**config.mk**
```make
export PLATFORM = sky130hd
export DESIGN_NAME = fpexc_capture
export DESIGN_NICKNAME = d
export VERILOG_FILES = /design/src/rtl/fpexc_capture.sv
export SDC_FILE = /design/constraint.sdc
export NUM_CORES = 1
export LEC_CHECK = 0
export ABC_AREA = 1
export BUFFER_PORTS_ARGS = -buffer_cell sky130_fd_sc_hd__buf_2
export CAP_MARGIN = 10
export CORE_ASPECT_RATIO = 1.2
export CORE_UTILIZATION = 35
export CTS_CLUSTER_DIAMETER = 30
export DETAILED_ROUTE_END_ITERATION = 6
export PLACE_DENSITY = 0.69
export RECOVER_POWER = 100
export SLEW_MARGIN = 20
export SYNTH_ARGS = -nofsm -noshare
export SYNTH_HDL_FRONTEND = slang
export SYNTH_SLANG_ARGS = --single-unit
```
**constraint.sdc**
```tcl
create_clock -name clk -period 3.61 [get_ports clk]
set_clock_uncertainty 0.15 [all_clocks]
set_input_delay 0.9025 -clock clk [delete_from_list [all_inputs] [get_ports clk]]
set_output_delay 0.9025 -clock clk [all_outputs]
set_load 0.02 [all_outputs]
```
**src/rtl/fpexc_capture.sv**
```systemverilog
module fpexc_capture #(
  parameter int XLEN  = 32,
  parameter int RFLD  = 3,
  parameter logic [3:0] ALWAYS_COND = 4'b1110,
  parameter logic [XLEN-1:0] STAT_WMASK = 32'h8000_078D
) (
  input  logic            clk,
  input  logic            rst,
  input  logic            iss_valid,
  input  logic [XLEN-1:0] iss_word,
  input  logic            exc_pulse,
  input  logic [XLEN-1:0] exc_word,
  input  logic            exc_vec,
  input  logic            exc_srcb_vec,
  input  logic [2:0]      exc_iter,
  input  logic [2:0]      vec_len_m1,
  input  logic [1:0]      vec_stride,
  input  logic            opnd_subnorm,
  input  logic            opnd_nan,
  input  logic            pot_uf,
  input  logic            pot_of,
  input  logic            pot_io,
  input  logic            mode_ftz,
  input  logic            mode_dnan,
  input  logic            mode_fast,
  input  logic            trap_of_en,
  input  logic            trap_io_en,
  input  logic            priv,
  input  logic            acc_en,
  input  logic            acc_wr,
  input  logic [1:0]      acc_addr,
  input  logic [XLEN-1:0] acc_wdata,
  output logic [XLEN-1:0] acc_rdata,
  output logic            acc_err
);
  localparam int PW = RFLD + 2;

  logic [XLEN-1:0] prim_q, sec_q, stat_q, last_q, prim_adj;

  wire valid   = stat_q[XLEN-1];
  wire capture = exc_pulse && !valid;

  wire [PW-1:0]   prod = PW'(exc_iter) * PW'(vec_stride);
  wire [RFLD-1:0] step = prod[RFLD-1:0];

  wire [2:0] remain    = (exc_vec && vec_len_m1 > exc_iter) ? vec_len_m1 - exc_iter : 3'd0;
  wire [2:0] iter_code = remain - 3'd1;

  wire f_in = (!mode_ftz && opnd_subnorm) || (!mode_dnan && opnd_nan);
  wire f_uf = !mode_ftz && pot_uf;
  wire f_of = trap_of_en && !mode_fast && pot_of;
  wire f_io = trap_io_en && !mode_fast && pot_io;

  wire [XLEN-1:0] cap_stat = {1'b1, {(XLEN-12){1'b0}}, iter_code, f_in, 3'b000, f_uf, f_of, 1'b0, f_io};

  always_comb begin
    prim_adj = exc_word;
    prim_adj[XLEN-1 -: 4] = ALWAYS_COND;
    if (exc_vec) begin
      prim_adj[12 +: RFLD] = exc_word[12 +: RFLD] + step;
      prim_adj[16 +: RFLD] = exc_word[16 +: RFLD] + step;
      if (exc_srcb_vec) prim_adj[0 +: RFLD] = exc_word[0 +: RFLD] + step;
    end
  end

  wire priv_reg = (acc_addr == 2'd1) || (acc_addr == 2'd2);
  wire acc_ok   = acc_en && (priv || !priv_reg);
  wire wr_ok    = acc_ok && acc_wr;

  always_ff @(posedge clk) begin
    if (rst) begin
      prim_q <= '0;
      sec_q  <= '0;
      stat_q <= '0;
      last_q <= '0;
    end else begin
      if (iss_valid) last_q <= iss_word;
      if (capture) begin
        prim_q <= prim_adj;
        sec_q  <= {ALWAYS_COND, last_q[XLEN-5:0]};
        stat_q <= cap_stat;
      end else if (wr_ok) begin
        case (acc_addr)
          2'd0:    stat_q <= acc_wdata & STAT_WMASK;
          2'd1:    prim_q <= acc_wdata;
          2'd2:    sec_q  <= acc_wdata;
          default: ;
        endcase
      end
    end
  end

  always_comb begin
    acc_rdata = '0;
    if (acc_ok && !acc_wr) begin
      case (acc_addr)
        2'd0:    acc_rdata = stat_q;
        2'd1:    acc_rdata = prim_q;
        2'd2:    acc_rdata = sec_q;
        default: acc_rdata = '0;
      endcase
    end
  end

  assign acc_err = acc_en && priv_reg && !priv;
endmodule

```
==> impl_metrics.env <==
export IMPL_place_area_um2=5960
export IMPL_stdcell_area_um2=6220
export IMPL_worstPathMaxFanout=19
export IMPL_routed_wirelength_um=15100
export IMPL_post_place_ws_ns=0.190
export IMPL_num_antenna_cells=0
export IMPL_post_cts_resized=0
export IMPL_final_antenna_net_count=0
export IMPL_ys_seq_elements=100
export IMPL_clock_latency_ns=0.35
export IMPL_hold_viol=0
export IMPL_fmax_ghz=0.290
export IMPL_track_usage_pct=20.3
export IMPL_utilization_pct=43.3
export IMPL_max_slew_margin_pct=26.0
export IMPL_first_global_vias=4875
export IMPL_root_buffer="clkbuf_16"
export IMPL_multiInputGateArea_um2=2600
export IMPL_crit_required_ns=2.56
export IMPL_start_util_pct=35.8
export IMPL_die_x_um=113
export IMPL_dpl_hpwl_um=10500
export IMPL_ys_types=31
export IMPL_ios=158
export IMPL_place_port_buffers=149
export IMPL_n_fill_cell=1525
export IMPL_place_inst=1032
export IMPL_critical_path_class="in -> out"
export IMPL_crit_arrival_ns=2.40
export IMPL_antenna_found_initial=0
export IMPL_post_cts_setup_buffers=0
export IMPL_clk_pin_slew_ns=0.07
export IMPL_cts_tree="yes"
export IMPL_yosysWarnings=0
export IMPL_syn_area_um2=5140
export IMPL_vdd_drop_max_v=0.000188
export IMPL_syn_nets=887
export IMPL_cts_buffers=9
export IMPL_synth_area_per_cell_um2=6.89
export IMPL_clkSinkCount=100
export IMPL_tightest_slew_ns=1.11
export IMPL_stdcell_count=1047
export IMPL_hold_class="reg -> reg"
export IMPL_cp_slowest_stage_delay_ns=0.29
export IMPL_layout_drive_gt1_share_pct=18.2
export IMPL_syn_inst=746
export IMPL_fp_dieArea_um2=15200
export IMPL_power_density_nw_per_um2=457
export IMPL_post_drt_wl_per_cell_um=14.4
export IMPL_reg2reg_setup_slack_ns=1.30
export IMPL_crit_path_top_delay_cell="ha_1"
export IMPL_clock_path_buffers=2
export IMPL_grt_pass1_wl_um=24300
export IMPL_finalSetupViolations=0
export IMPL_yosysSeqAreaShare_pct=38.9
export IMPL_htree_levels=3
export IMPL_grt_max_degree=67
export IMPL_core_area_um2=14400
export IMPL_total_leakage_power_nw=2.84
export IMPL_status="complete, no violations"
export IMPL_fin_setup_tns_ns=0
export IMPL_crit_chain="buf_2, inv_1, ha_1, inv_1, nor2_1, nor2_1, nand2_1, buf_4, a21oi_1, clkbuf_1"
export IMPL_crit_path_end_kind="output pin"
export IMPL_overflow=0
export IMPL_cap_violations=0
export IMPL_rsz0062_at_grt="false"
export IMPL_gp_congestion=0.793
export IMPL_die_y_um=135
export IMPL_seqCellArea_um2=2000
export IMPL_drt_iter0_drc=400
export IMPL_num_rows=48
export IMPL_first_pass_iters=5
export IMPL_via_per_inst=5.08
export IMPL_drc=0
export IMPL_syn2layout_area_growth_pct=21.0
export IMPL_layout_min_cycle_time_ns=3.45
export IMPL_slew_violations=0
export IMPL_start_kind="input port"
export IMPL_cts_hold_buffers=0
export IMPL_via_count=5316
export IMPL_setup_ws_ns=0.156
export IMPL_period_share_pct=95.7
export IMPL_layout_nets=1009
flip-flops by register name, indices dropped and copies added, names as in the netlist:
| signal | cells |
|---|---|
| last_q | 28 |
| prim_q | 32 |
| sec_q | 32 |
| stat_q | 8 |
power breakdown:
group | switching, mW | leakage (nW) | internal [mW]
Combinational | 0.303 | 1.85 | 0.177
Sequential | 0.0452 | 0.829 | 1.20
Clock | 0.422 | 0.162 | 0.693
Total | 0.769 | 2.84 | 2.07
kinds of logic (layout without fill, tap and decap cells):
logic type	after synthesis	count (layout)	synth area share, %
xor gates and xnor gates	1	1	0.170
adders and majority gates	16	16	4.48
AOI/OAI and AO/OA	199	199	21.3
DFF	100	100	38.9
and+or+nand+nor	318	318	25.3
buffers and inverters	112	238	9.83
Yosys cell counts (all sizes together):
cell	instances	area, um^2
nor2	93	349
nand4	3	18.8
a21oi	46	241
o21ai	98	490
dfxtp	100	2000
o22ai	2	12.5
o221ai	4	35.0
a22oi	2	15.0
nor3	2	21.3
inv	65	244
a31oi	42	263
nand3b	2	15.0
nand2	191	756
fa	4	80.1
buf	28	190
or2	3	18.8
ha	12	150
o211ai	5	37.5
clkbuf	19	71.3
xor2	1	8.76
nand3	24	120
worst max-delay path, delay by kind of cell:
family / cells / cell delay [ns]
buffers and inverters: 5 / 0.74
adder cells (fa/ha/maj): 1 / 0.29
AO/OA/AOI/OAI: 1 / 0.21
AND/OR/NAND/NOR: 3 / 0.27
cell type report:
class | instances | area share, %
Multi-Input combinational cell | 534 | 41.8
Tap cell | 175 | 3.52
Clock buffer | 11 | 3.90
Sequential cell | 100 | 32.2
Timing Repair Buffer | 158 | 13.1
Inverter | 65 | 3.92
Clock inverter | 4 | 1.57
routing by layer:
| metal | up-vias | global-route usage [%] | part of all wire (%) |
|---|---|---|---|
| li1 | 2691 | - | - |
| met3 | 20 | 2.24 | 5.0 |
| met5 | - | 0 | 0 |
| met2 | 156 | 33.0 | 46 |
| met4 | 0 | 8.74 | 2.3 |
| met1 | 2449 | 27.3 | 47 |
path summary, 6_finish.rpt:
check,startpoint,endpoint,depth (start not counted)
max,acc_addr[0],acc_rdata[11],10
min,sec_q[28]$_SDFFE_PP0P_,sec_q[28]$_SDFFE_PP0P_,2
max reg2reg,stat_q[31]$_SDFFE_PP0P_,sec_q[3]$_SDFFE_PP0P_,9
min reg2reg,sec_q[28]$_SDFFE_PP0P_,sec_q[28]$_SDFFE_PP0P_,2
placed cells by master, fill, tap and decap left out, drive strengths merged:
cell type | Yosys | layout
or2 | 3 | 3
fa | 4 | 4
o21ai | 98 | 98
bufinv | 0 | 3
nand4 | 3 | 3
nor2 | 93 | 93
inv | 65 | 65
o221ai | 4 | 4
clkinvlp | 0 | 1
a22oi | 2 | 2
nor3 | 2 | 2
nand2 | 191 | 191
dfxtp | 100 | 100
buf | 28 | 125
ha | 12 | 12
nand3b | 2 | 2
o211ai | 5 | 5
a31oi | 42 | 42
nand3 | 24 | 24
clkbuf | 19 | 44
a21oi | 46 | 46
xor2 | 1 | 1
o22ai | 2 | 2
metrics by stage:
stage	hold slack (ns)	power [mW]
floorplan	0.288	1.60
global placement	0.302	1.76
detailed placement	0.306	1.76
CTS	0.317	2.87
global route	0.330	2.97
finish	0.315	2.84
No activity file was read; power rests on OpenSTA's default activity.
